[src/rtl/ladder_pkg.sv]
`timescale 1ns/1ps
package ladder_pkg;

    typedef enum logic [2:0] {
        ST_IDLE = 3'd0,
        ST_LOOP = 3'd1,
        ST_WB   = 3'd2,
        ST_INV  = 3'd3,
        ST_MULX = 3'd4,
        ST_MULY = 3'd5
    } lad_state_e;

endpackage

[src/rtl/ladder_bit_scan.sv]
`timescale 1ns/1ps
module ladder_bit_scan #(
    parameter int KW = 16
) (
    input  logic          clk,
    input  logic          rst_n,
    input  logic          load,
    input  logic          step,
    input  logic [KW-1:0] scalar,
    output logic          cur_bit,
    output logic          last
);
    localparam int CNT_W = (KW > 1) ? $clog2(KW) : 1;

    logic [KW-1:0]    sh_d, sh_q;
    logic [CNT_W-1:0] cnt_d, cnt_q;

    always_comb begin
        sh_d  = sh_q;
        cnt_d = cnt_q;
        if (load) begin
            sh_d  = scalar;
            cnt_d = CNT_W'(KW - 1);
        end else if (step) begin
            sh_d  = sh_q << 1;
            cnt_d = cnt_q - 1'b1;
        end
    end

    always_ff @(posedge clk or negedge rst_n) begin
        if (!rst_n) begin
            sh_q  <= '0;
            cnt_q <= '0;
        end else begin
            sh_q  <= sh_d;
            cnt_q <= cnt_d;
        end
    end

    assign cur_bit = sh_q[KW-1];
    assign last    = (cnt_q == '0);

endmodule

[src/rtl/ladder_route.sv]
`timescale 1ns/1ps
module ladder_route #(
    parameter int PW = 48
) (
    input  logic          cur_bit,
    input  logic [PW-1:0] pa,
    input  logic [PW-1:0] pb,
    input  logic [PW-1:0] sum,
    input  logic [PW-1:0] dbl,
    output logic [PW-1:0] dbl_src,
    output logic [PW-1:0] na,
    output logic [PW-1:0] nb
);
    always_comb begin
        if (cur_bit) begin
            dbl_src = pb;
            na      = sum;
            nb      = dbl;
        end else begin
            dbl_src = pa;
            na      = dbl;
            nb      = sum;
        end
    end
endmodule

[src/rtl/ladder_scalar_mul.sv]
`timescale 1ns/1ps
module ladder_scalar_mul
    import ladder_pkg::*;
#(
    parameter int WORD_W    = 8,
    parameter int NUM_WORDS = 2,
    parameter int CW        = 16
) (
    input  logic                        clk,
    input  logic                        rst_n,
    input  logic                        start,
    input  logic [WORD_W*NUM_WORDS-1:0] scalar,
    input  logic [CW-1:0]               gx,
    input  logic [CW-1:0]               gy,
    output logic                        busy,
    output logic                        done,
    output logic [CW-1:0]               res_x,
    output logic [CW-1:0]               res_y,
    output logic                        res_inf,
    output logic                        add_req,
    output logic [CW-1:0]               add_ax,
    output logic [CW-1:0]               add_ay,
    output logic [CW-1:0]               add_az,
    output logic [CW-1:0]               add_bx,
    output logic [CW-1:0]               add_by,
    output logic [CW-1:0]               add_bz,
    input  logic                        add_ack,
    input  logic [CW-1:0]               add_rx,
    input  logic [CW-1:0]               add_ry,
    input  logic [CW-1:0]               add_rz,
    output logic                        dbl_req,
    output logic [CW-1:0]               dbl_px,
    output logic [CW-1:0]               dbl_py,
    output logic [CW-1:0]               dbl_pz,
    input  logic                        dbl_ack,
    input  logic [CW-1:0]               dbl_rx,
    input  logic [CW-1:0]               dbl_ry,
    input  logic [CW-1:0]               dbl_rz,
    output logic                        inv_req,
    output logic [CW-1:0]               inv_z,
    input  logic                        inv_ack,
    input  logic [CW-1:0]               inv_z2,
    input  logic [CW-1:0]               inv_z3,
    output logic                        mul_req,
    output logic [CW-1:0]               mul_a,
    output logic [CW-1:0]               mul_b,
    input  logic                        mul_ack,
    input  logic [CW-1:0]               mul_p
);
    localparam int KW = WORD_W * NUM_WORDS;
    localparam int PW = 3 * CW;
    localparam logic [CW-1:0] ONE = CW'(1);

    typedef logic [CW-1:0] crd_t;
    typedef struct packed {
        crd_t x;
        crd_t y;
        crd_t z;
    } jpt_t;

    typedef struct packed {
        lad_state_e st;
        jpt_t       pa;
        jpt_t       pb;
        jpt_t       sum;
        jpt_t       dbl;
        logic       add_req;
        logic       dbl_req;
        logic       inv_req;
        logic       mul_req;
        crd_t       mul_a;
        crd_t       mul_b;
        crd_t       z3;
        crd_t       rx;
        crd_t       ry;
        logic       inf;
        logic       done;
    } ctl_t;

    ctl_t n, q;
    logic scan_load, scan_step, cur_bit, last;
    jpt_t dbl_src, na, nb;

    ladder_bit_scan #(.KW(KW)) u_scan (
        .clk     (clk),
        .rst_n   (rst_n),
        .load    (scan_load),
        .step    (scan_step),
        .scalar  (scalar),
        .cur_bit (cur_bit),
        .last    (last)
    );

    ladder_route #(.PW(PW)) u_route (
        .cur_bit (cur_bit),
        .pa      (q.pa),
        .pb      (q.pb),
        .sum     (q.sum),
        .dbl     (q.dbl),
        .dbl_src (dbl_src),
        .na      (na),
        .nb      (nb)
    );

    always_comb begin
        n         = q;
        n.done    = 1'b0;
        scan_load = 1'b0;
        scan_step = 1'b0;
        case (q.st)
            ST_IDLE: begin
                if (start) begin
                    n.pa.x    = ONE;
                    n.pa.y    = ONE;
                    n.pa.z    = '0;
                    n.pb.x    = gx;
                    n.pb.y    = gy;
                    n.pb.z    = ONE;
                    n.add_req = 1'b1;
                    n.dbl_req = 1'b1;
                    scan_load = 1'b1;
                    n.st      = ST_LOOP;
                end
            end
            ST_LOOP: begin
                if (q.add_req && add_ack) begin
                    n.sum     = '{x: add_rx, y: add_ry, z: add_rz};
                    n.add_req = 1'b0;
                end
                if (q.dbl_req && dbl_ack) begin
                    n.dbl     = '{x: dbl_rx, y: dbl_ry, z: dbl_rz};
                    n.dbl_req = 1'b0;
                end
                if (!n.add_req && !n.dbl_req) begin
                    n.st = ST_WB;
                end
            end
            ST_WB: begin
                n.pa      = na;
                n.pb      = nb;
                scan_step = 1'b1;
                if (!last) begin
                    n.add_req = 1'b1;
                    n.dbl_req = 1'b1;
                    n.st      = ST_LOOP;
                end else if (na.z == '0) begin
                    n.rx   = '0;
                    n.ry   = '0;
                    n.inf  = 1'b1;
                    n.done = 1'b1;
                    n.st   = ST_IDLE;
                end else begin
                    n.inv_req = 1'b1;
                    n.st      = ST_INV;
                end
            end
            ST_INV: begin
                if (inv_ack) begin
                    n.inv_req = 1'b0;
                    n.z3      = inv_z3;
                    n.mul_req = 1'b1;
                    n.mul_a   = q.pa.x;
                    n.mul_b   = inv_z2;
                    n.st      = ST_MULX;
                end
            end
            ST_MULX: begin
                if (mul_ack) begin
                    n.rx    = mul_p;
                    n.mul_a = q.pa.y;
                    n.mul_b = q.z3;
                    n.st    = ST_MULY;
                end
            end
            ST_MULY: begin
                if (mul_ack) begin
                    n.mul_req = 1'b0;
                    n.ry      = mul_p;
                    n.inf     = 1'b0;
                    n.done    = 1'b1;
                    n.st      = ST_IDLE;
                end
            end
            default: n.st = ST_IDLE;
        endcase
    end

    always_ff @(posedge clk or negedge rst_n) begin
        if (!rst_n) begin
            q <= '0;
        end else begin
            q <= n;
        end
    end

    assign busy    = (q.st != ST_IDLE);
    assign done    = q.done;
    assign res_x   = q.rx;
    assign res_y   = q.ry;
    assign res_inf = q.inf;
    assign add_req = q.add_req;
    assign add_ax  = q.pa.x;
    assign add_ay  = q.pa.y;
    assign add_az  = q.pa.z;
    assign add_bx  = q.pb.x;
    assign add_by  = q.pb.y;
    assign add_bz  = q.pb.z;
    assign dbl_req = q.dbl_req;
    assign dbl_px  = dbl_src.x;
    assign dbl_py  = dbl_src.y;
    assign dbl_pz  = dbl_src.z;
    assign inv_req = q.inv_req;
    assign inv_z   = q.pa.z;
    assign mul_req = q.mul_req;
    assign mul_a   = q.mul_a;
    assign mul_b   = q.mul_b;

endmodule

[config.mk]
export PLATFORM = sky130hd
export DESIGN_NAME = ladder_scalar_mul
export DESIGN_NICKNAME = d
export VERILOG_FILES = /design/src/rtl/ladder_pkg.sv /design/src/rtl/ladder_bit_scan.sv /design/src/rtl/ladder_route.sv /design/src/rtl/ladder_scalar_mul.sv
export SDC_FILE = /design/constraint.sdc
export NUM_CORES = 1
export LEC_CHECK = 0
export BUFFER_PORTS_ARGS = -buffer_cell sky130_fd_sc_hd__buf_2
export CAP_MARGIN = 40
export CORE_ASPECT_RATIO = 2
export CORE_MARGIN = 2
export CORE_UTILIZATION = 35
export DETAILED_ROUTE_END_ITERATION = 8
export GPL_TIMING_DRIVEN = 0
export PLACE_DENSITY = 0.65
export SETUP_SLACK_MARGIN = 0.02
export SYNTH_ARGS = -nofsm -noshare
export SYNTH_HDL_FRONTEND = slang
export SYNTH_HIERARCHICAL = 1
export SYNTH_SLANG_ARGS = --single-unit
[constraint.sdc]
create_clock -name clk -period 2.4 [get_ports clk]
set_input_delay 0.72 -clock clk [delete_from_list [all_inputs] [get_ports clk]]
set_output_delay 0.72 -clock clk [all_outputs]
set_load 0.1 [all_outputs]
==> flow_summary.toml, run 1 <==
[floorplan]
dieArea_um2 = 46900
core_um2 = 44700
die_x_um = 154
die_y_um = 304
ioPinCount = 430
rows = 110
initial_core_util_pct = 35.3

[placed_design]
hpwlAfterDp_mm = 41.4
dp_cells = 2494
gp_congestion = 0.831
dpl-instance-area_um2 = 18800
port_buffers = 429

[critical_path]
startpoint = "u_scan/sh_q[15]$_DFFE_PN0P_"
timing.rr.end = "res_y[13]$_DFFE_PN0P_"
cp.arrival_ps = 3100
path_cells = "buf_4 > buf_12 > buf_12 > mux2_4 > nor4_4 > nand4_1 > buf_6 > nor2_4 > buf_12 > buf_6 > clkbuf_16 > nor3_1"
crit_required_ps = 2860
setup.worst_path.class = "register to register"
reg2regPathDepth = 12
critical_path.most_common_cell = "buf_12"
worstPathMaxFanout = 9
timing.rr.start = "u_scan/sh_q[15]$_DFFE_PN0P_"
cp_slowest_cell = "dfrtp_2"
endpoint_kind = "register"
startpoint_type = "register"
slowest_delay_ps = 450
timing.reg2reg.setup_slack_ps = -250

[drt]
drcViolationCount = 0
drt_iter0_markers = 527
drt_pre_antenna_iters = 4
wl_per_cell_um = 21.5
routed_via_density = 4.91
postRouteAntennaNets = 0
drt_wl_total_mm = 55.4
vias = 12600

[logic_synthesis]
synth-async-reset-ratio_pct = 100
synth_cell_types = 47
synth-seq-cells = 301
syn_nets = 1698
yosysSeqAreaShare_pct = 47.8
yosysTopAreaCell = "dfrtp_1"
syn_avg_cell_area_um2 = 10.5
synth_ff_type = "dfrtp_1"
ys_warn_count = 6
syn_inst = 1498
synth_edf_count = 0
yosys.area.top_type_share_pct = 47.8
ys_top_cells_by_area = "dfrtp_1 48%, mux2_2 13%, buf_4 8.6%"
synth_area_um2 = 15800

[global_route]
antenna_found_initial = 21
grt_usage_pct = 23.1
grt-ovfl-total = 0
grt_pass1_wl_mm = 81.2
first_global_vias = 12900
grt_max_degree = 97

[cells_and_area]
drive_above_1_share_pct = 51.6
final_area_um2 = 21100
nets = 2191
syn2layout_area_growth_pct = 33.9
n_fill_cell = 4171
final_cells = 2575

[timing]
finalMaxSlewViolations = 0
fin_ws_ps = -246
slew_headroom_pct = 44.6
fin_crit_sh_pct = 110
setup_violations = 82
hold_viol = 0
rsz0062_at_grt = "yes"
period_minus_slack_ps = 2650
tightestPinTransition_ps = 831
fin_skew_ps = 16.0
max_freq_mhz = 378

[clocking]
cts_tree = "built"
cts_sinks = 301
cts_max_path_buffers = 3
cts.clk_slew.worst_paths_ps = 60
h-tree-depth = 1
cts_root_buf = "clkbuf_16"
clock_latency_ps = 570
numCtsBuffers = 29

[run_status]
violations = "setup timing"
status = "complete, but fails checks"

[min_path]
hold_class = "primary input to asynchronous set/reset pin"

[flow_run]
cap_violations = 0
-- cell families after synthesis --
logic type               synth area share, %
AND/OR/NAND/NOR                         15.7
adder cells (fa/ha/maj)               0.0793
flip-flops                              47.8
buffers and inverters                   12.3
AO/OA/AOI/OAI                           3.26
XOR/XNOR                               0.111
multiplexers                            20.8
-- synthesized netlist by cell type (2+ instances only) --
cell	count
a21o_1	2
a21oi_1	35
and2_1	3
and3_1	33
buf_1	4
buf_2	31
buf_4	180
buf_6	23
clkbuf_1	34
dfrtp_1	301
inv_1	6
inv_2	2
mux2_1	9
mux2_2	187
mux2_4	60
mux2i_1	17
nand2_1	252
nand2b_1	6
nand3_1	119
nand3_2	9
nor2_1	69
nor3_1	33
nor4_1	4
o21ai_0	41
o21ai_1	15
or2_1	2
-- layout make-up --
cell class                 instances  area [um^2]  area share, %
sequential                       301         7530           35.7
clock inverter                    10         88.8          0.421
inverter                           8         32.5          0.154
antenna                            3         7.51         0.0355
clock buffer                      42          845           4.00
multi-input combinational        916         6450           30.5
timing repair buffer             464         3410           16.1
buffer                           271         2050           9.72
tap                              560          701           3.32
-- worst max-delay path: cells and delay by family (launching register included) --
kind,cells,cell delay [ps]
simple gates,4,730
buf+inv,7,1020
flops,1,450
mux,1,310
-- sequential cells by signal, indices dropped and copies added, names as in the netlist --
name / count
u_scan/sh_q: 16
mul_b: 16
res_inf: 1
add_ay: 16
res_x: 16
add_bz: 16
add_az: 16
u_scan/cnt_q: 4
add_by: 16
mul_a: 16
dbl_req: 1
add_ax: 16
mul_req: 1
add_bx: 16
res_y: 16
done: 1
q: 115
inv_req: 1
add_req: 1
-- repair_timing --
action                                  CTS  global route
endpoints found under the setup margin  133           172
pin swaps                                 6             3
resized for setup                       295            17
buffers inserted                         20             4
hold buffers                              0             0
gates cloned                              2             2
endpoints found under the hold margin     0             0
-- metal layers --
metal / vias to the layer above / routed length, um / track usage, %
met4: 36 / 2170 / 8.45
met5: - / 218 / 0
met3: 122 / 4680 / 6.35
met2: 546 / 27500 / 40.4
li1: 5877 / - / -
met1: 6058 / 20900 / 26.7
-- through the flow --
step	utilization, %	hold slack (ps)	TNS (ps)	setup slack [ps]
3_3_place_gp	41.6	457	-1637450	-5330
4_1_cts	46.9	91.6	-18550	-287
5_1_grt	47.2	118	-17460	-265
2_1_floorplan	-	424	0	144
6_report	47.2	91.1	-14700	-246
3_5_place_dp	41.9	465	-42550	-1270
-- placed cells by master (no fill, tap or decap), types with 13 or more instances in the layout --
| master | count |
|---|---|
| buf_12 | 58 |
| mux2_4 | 65 |
| dfrtp_1 | 299 |
| a21oi_1 | 35 |
| buf_2 | 376 |
| and3_1 | 33 |
| nor3_1 | 20 |
| clkbuf_16 | 33 |
| nand2_1 | 251 |
| o21ai_1 | 15 |
| o21ai_0 | 41 |
| mux2i_1 | 17 |
| nor2_1 | 67 |
| nor3_2 | 13 |
| buf_4 | 224 |
| mux2_2 | 182 |
| nand3_1 | 117 |
| clkbuf_1 | 35 |
| buf_6 | 26 |
-- worst max path at each step --
stage | end | depth (start not counted)
finish | res_y[13]$_DFFE_PN0P_ | 12
global route | res_y[11]$_DFFE_PN0P_ | 12
CTS | dbl_py[15] | 5
detailed placement | res_x[3]$_DFFE_PN0P_ | 8
global placement | q[96]$_DFFE_PN0P_ | 1
floorplan | u_scan/sh_q[10]$_DFFE_PN0P_ | 9
Power of run 1 is not shown: default switching activity piles up to over one toggle a cycle in this logic, so the estimate is an artifact.
==> inputs of run 2 (changes only) <==
--- a/config.mk
+++ b/config.mk
@@ -7,12 +7,14 @@
 export LEC_CHECK = 0
 export BUFFER_PORTS_ARGS = -buffer_cell sky130_fd_sc_hd__buf_2
 export CAP_MARGIN = 40
-export CORE_ASPECT_RATIO = 2
+export CELL_PAD_IN_SITES_DETAIL_PLACEMENT = 0
+export CELL_PAD_IN_SITES_GLOBAL_PLACEMENT = 1
+export CORE_ASPECT_RATIO = 0.7
 export CORE_MARGIN = 2
 export CORE_UTILIZATION = 35
 export DETAILED_ROUTE_END_ITERATION = 8
 export GPL_TIMING_DRIVEN = 0
-export PLACE_DENSITY = 0.65
+export PLACE_DENSITY = 0.8
 export SETUP_SLACK_MARGIN = 0.02
 export SYNTH_ARGS = -nofsm -noshare
 export SYNTH_HDL_FRONTEND = slang
==> flow_summary.toml, run 2 (synthesized netlist as in run 1, its figures left out) <==
[clocking]
cts_sinks = 301
numCtsBuffers = 35
ctsHoldBuffers = 0
cts.clk_slew.worst_paths_ps = 60
h-tree-depth = 2
cts_root_buf = "clkbuf_16"
cts_max_path_buffers = 3
clock_latency_ps = 520
cts_tree = "built"

[global_route]
grt_max_degree = 114
grt-ovfl-total = 0
use_met2_pct = 36.5
first_global_vias = 13000
grt_use_met3_pct = 4.30
busiest_layer = "met2"
grt_pass1_wl_mm = 79.0
use_met1_pct = 30.0
grt_usage_pct = 22.2
antenna_found_initial = 11

[placed_design]
hpwlAfterDp_mm = 39.4
gp_congestion = 0.803
port_buffers = 429

[drt]
drcViolationCount = 0
routed_via_density = 4.83
postRouteAntennaNets = 0
drt_wl_total_mm = 53.3
vias = 12700
drt_iter0_markers = 729
drt_pre_antenna_iters = 4
wl_per_cell_um = 20.3

[critical_path]
path_cells = "buf_6 > buf_12 > buf_16 > mux2_4 > buf_12"
worstPathMaxFanout = 10
cp.arrival_ps = 1860
startpoint_type = "register"
cp_slowest_cell = "dfrtp_1"
timing.rr.start = "u_scan/sh_q[15]$_DFFE_PN0P_"
setup.worst_path.class = "register to output pin"
startpoint = "u_scan/sh_q[15]$_DFFE_PN0P_"
critical_path.most_common_cell = "buf_12"
crit_required_ps = 1680
reg2regPathDepth = 12
endpoint_kind = "output pin"
timing.reg2reg.setup_slack_ps = -160
timing.rr.end = "res_y[6]$_DFFE_PN0P_"
slowest_delay_ps = 390
crit_end = "dbl_px[11]"

[cells_and_area]
largest_register_ffs = 115
syn2layout_area_growth_pct = 35.2
top_register = "q"
nets = 2196
drive_above_1_share_pct = 51.0
final_common_cell = "buf_2"
n_fill_cell = 4181
final_cell_mix = "389 x buf_2, 301 x dfrtp_1, 251 x nand2_1"

[floorplan]
core_um2 = 44700
die_x_um = 258
dieArea_um2 = 46800
initial_core_util_pct = 35.3
die_y_um = 182
ioPinCount = 430
rows = 65

[min_path]
hold_class = "primary input to asynchronous set/reset pin"

[timing]
slew_headroom_pct = 51.0
setup_violations = 80
finalMaxSlewViolations = 0
fin_skew_ps = 9.45
hold_viol = 0
max_freq_mhz = 387
rsz0062_at_grt = "yes"
fin_setup_tns_ps = -11040
period_minus_slack_ps = 2580
tightestPinTransition_ps = 736
fin_ws_ps = -184
fin_crit_sh_pct = 108

[run_status]
violations = "setup timing"
status = "complete, but fails checks"

[flow_run]
cap_violations = 0
## run 2: cell types whose count changed in the layout (fill, tap and decap cells not counted), moves of 4 or more
cell,delta
nor3_2,-12
buf_2,+13
nor3_1,+12
bufinv_16,+5
clkinv_2,-4
clkbuf_16,+5
buf_4,-11
## run 2: what timing repair did
action                     CTS  global route
cloned                       2             3
setup endpoints to repair  139           136
pin swaps                    2             7
setup buffers               13            12
resized for setup          241            52
## run 2: routing by layer
| metal | wire [um] | vias to the layer above |
|---|---|---|
| met5 | 65 | - |
| met4 | 1380 | 10 |
| met3 | 2950 | 95 |
| met2 | 25100 | 399 |
| met1 | 23800 | 6295 |
| li1 | - | 5899 |
## run 2: metrics by stage
stage | setup slack, ps | utilization, % | hold slack [ps] | area (um^2) | cells
6_report | -184 | 47.7 | 229 | 21300 | 2627
5_1_grt | -247 | 47.7 | 261 | 21300 | 2625
4_1_cts | -259 | 47.0 | 230 | 21000 | 2608
3_5_place_dp | -1180 | 41.9 | 472 | 18800 | 2534
3_3_place_gp | -5210 | 41.7 | 467 | 18700 | 2530
2_1_floorplan | 144 | - | 424 | 15800 | 1498
## run 2: layout make-up
cell class | count | area (um^2) | area share [%]
plain buffers | 272 | 2050 | 9.63
clock inverters | 8 | 196 | 0.921
flip-flops and latches | 301 | 7530 | 35.3
well taps | 603 | 754 | 3.54
repair buffers | 462 | 3290 | 15.4
clock buffers | 52 | 1070 | 5.03
diodes | 5 | 12.5 | 0.0587
inverters | 8 | 32.5 | 0.153
multi-input cells | 916 | 6380 | 29.9
## run 2: worst min-delay path by stage
stage                     slack (ps)  depth (start not counted)                  start               endpoint
after floorplan                  420                          0                  rst_n  add_ax[0]$_DFFE_PN0P_
after global placement           470                          2   mul_b[5]$_DFFE_PN0P_   mul_b[5]$_DFFE_PN0P_
after detailed placement         470                          2  mul_b[12]$_DFFE_PN0P_  mul_b[12]$_DFFE_PN0P_
after CTS                        230                          1                  rst_n      q[34]$_DFFE_PN0P_
after global routing             260                          1                  rst_n      q[34]$_DFFE_PN0P_
final                            230                          1                  rst_n      q[34]$_DFFE_PN0P_
## run 2: worst max-delay path: cells and delay by family (launching register included)
kind,cells,cell delay [ps]
buf+inv,4,630
flops,1,390
mux,1,330
Power of run 2 is left out for the same reason.
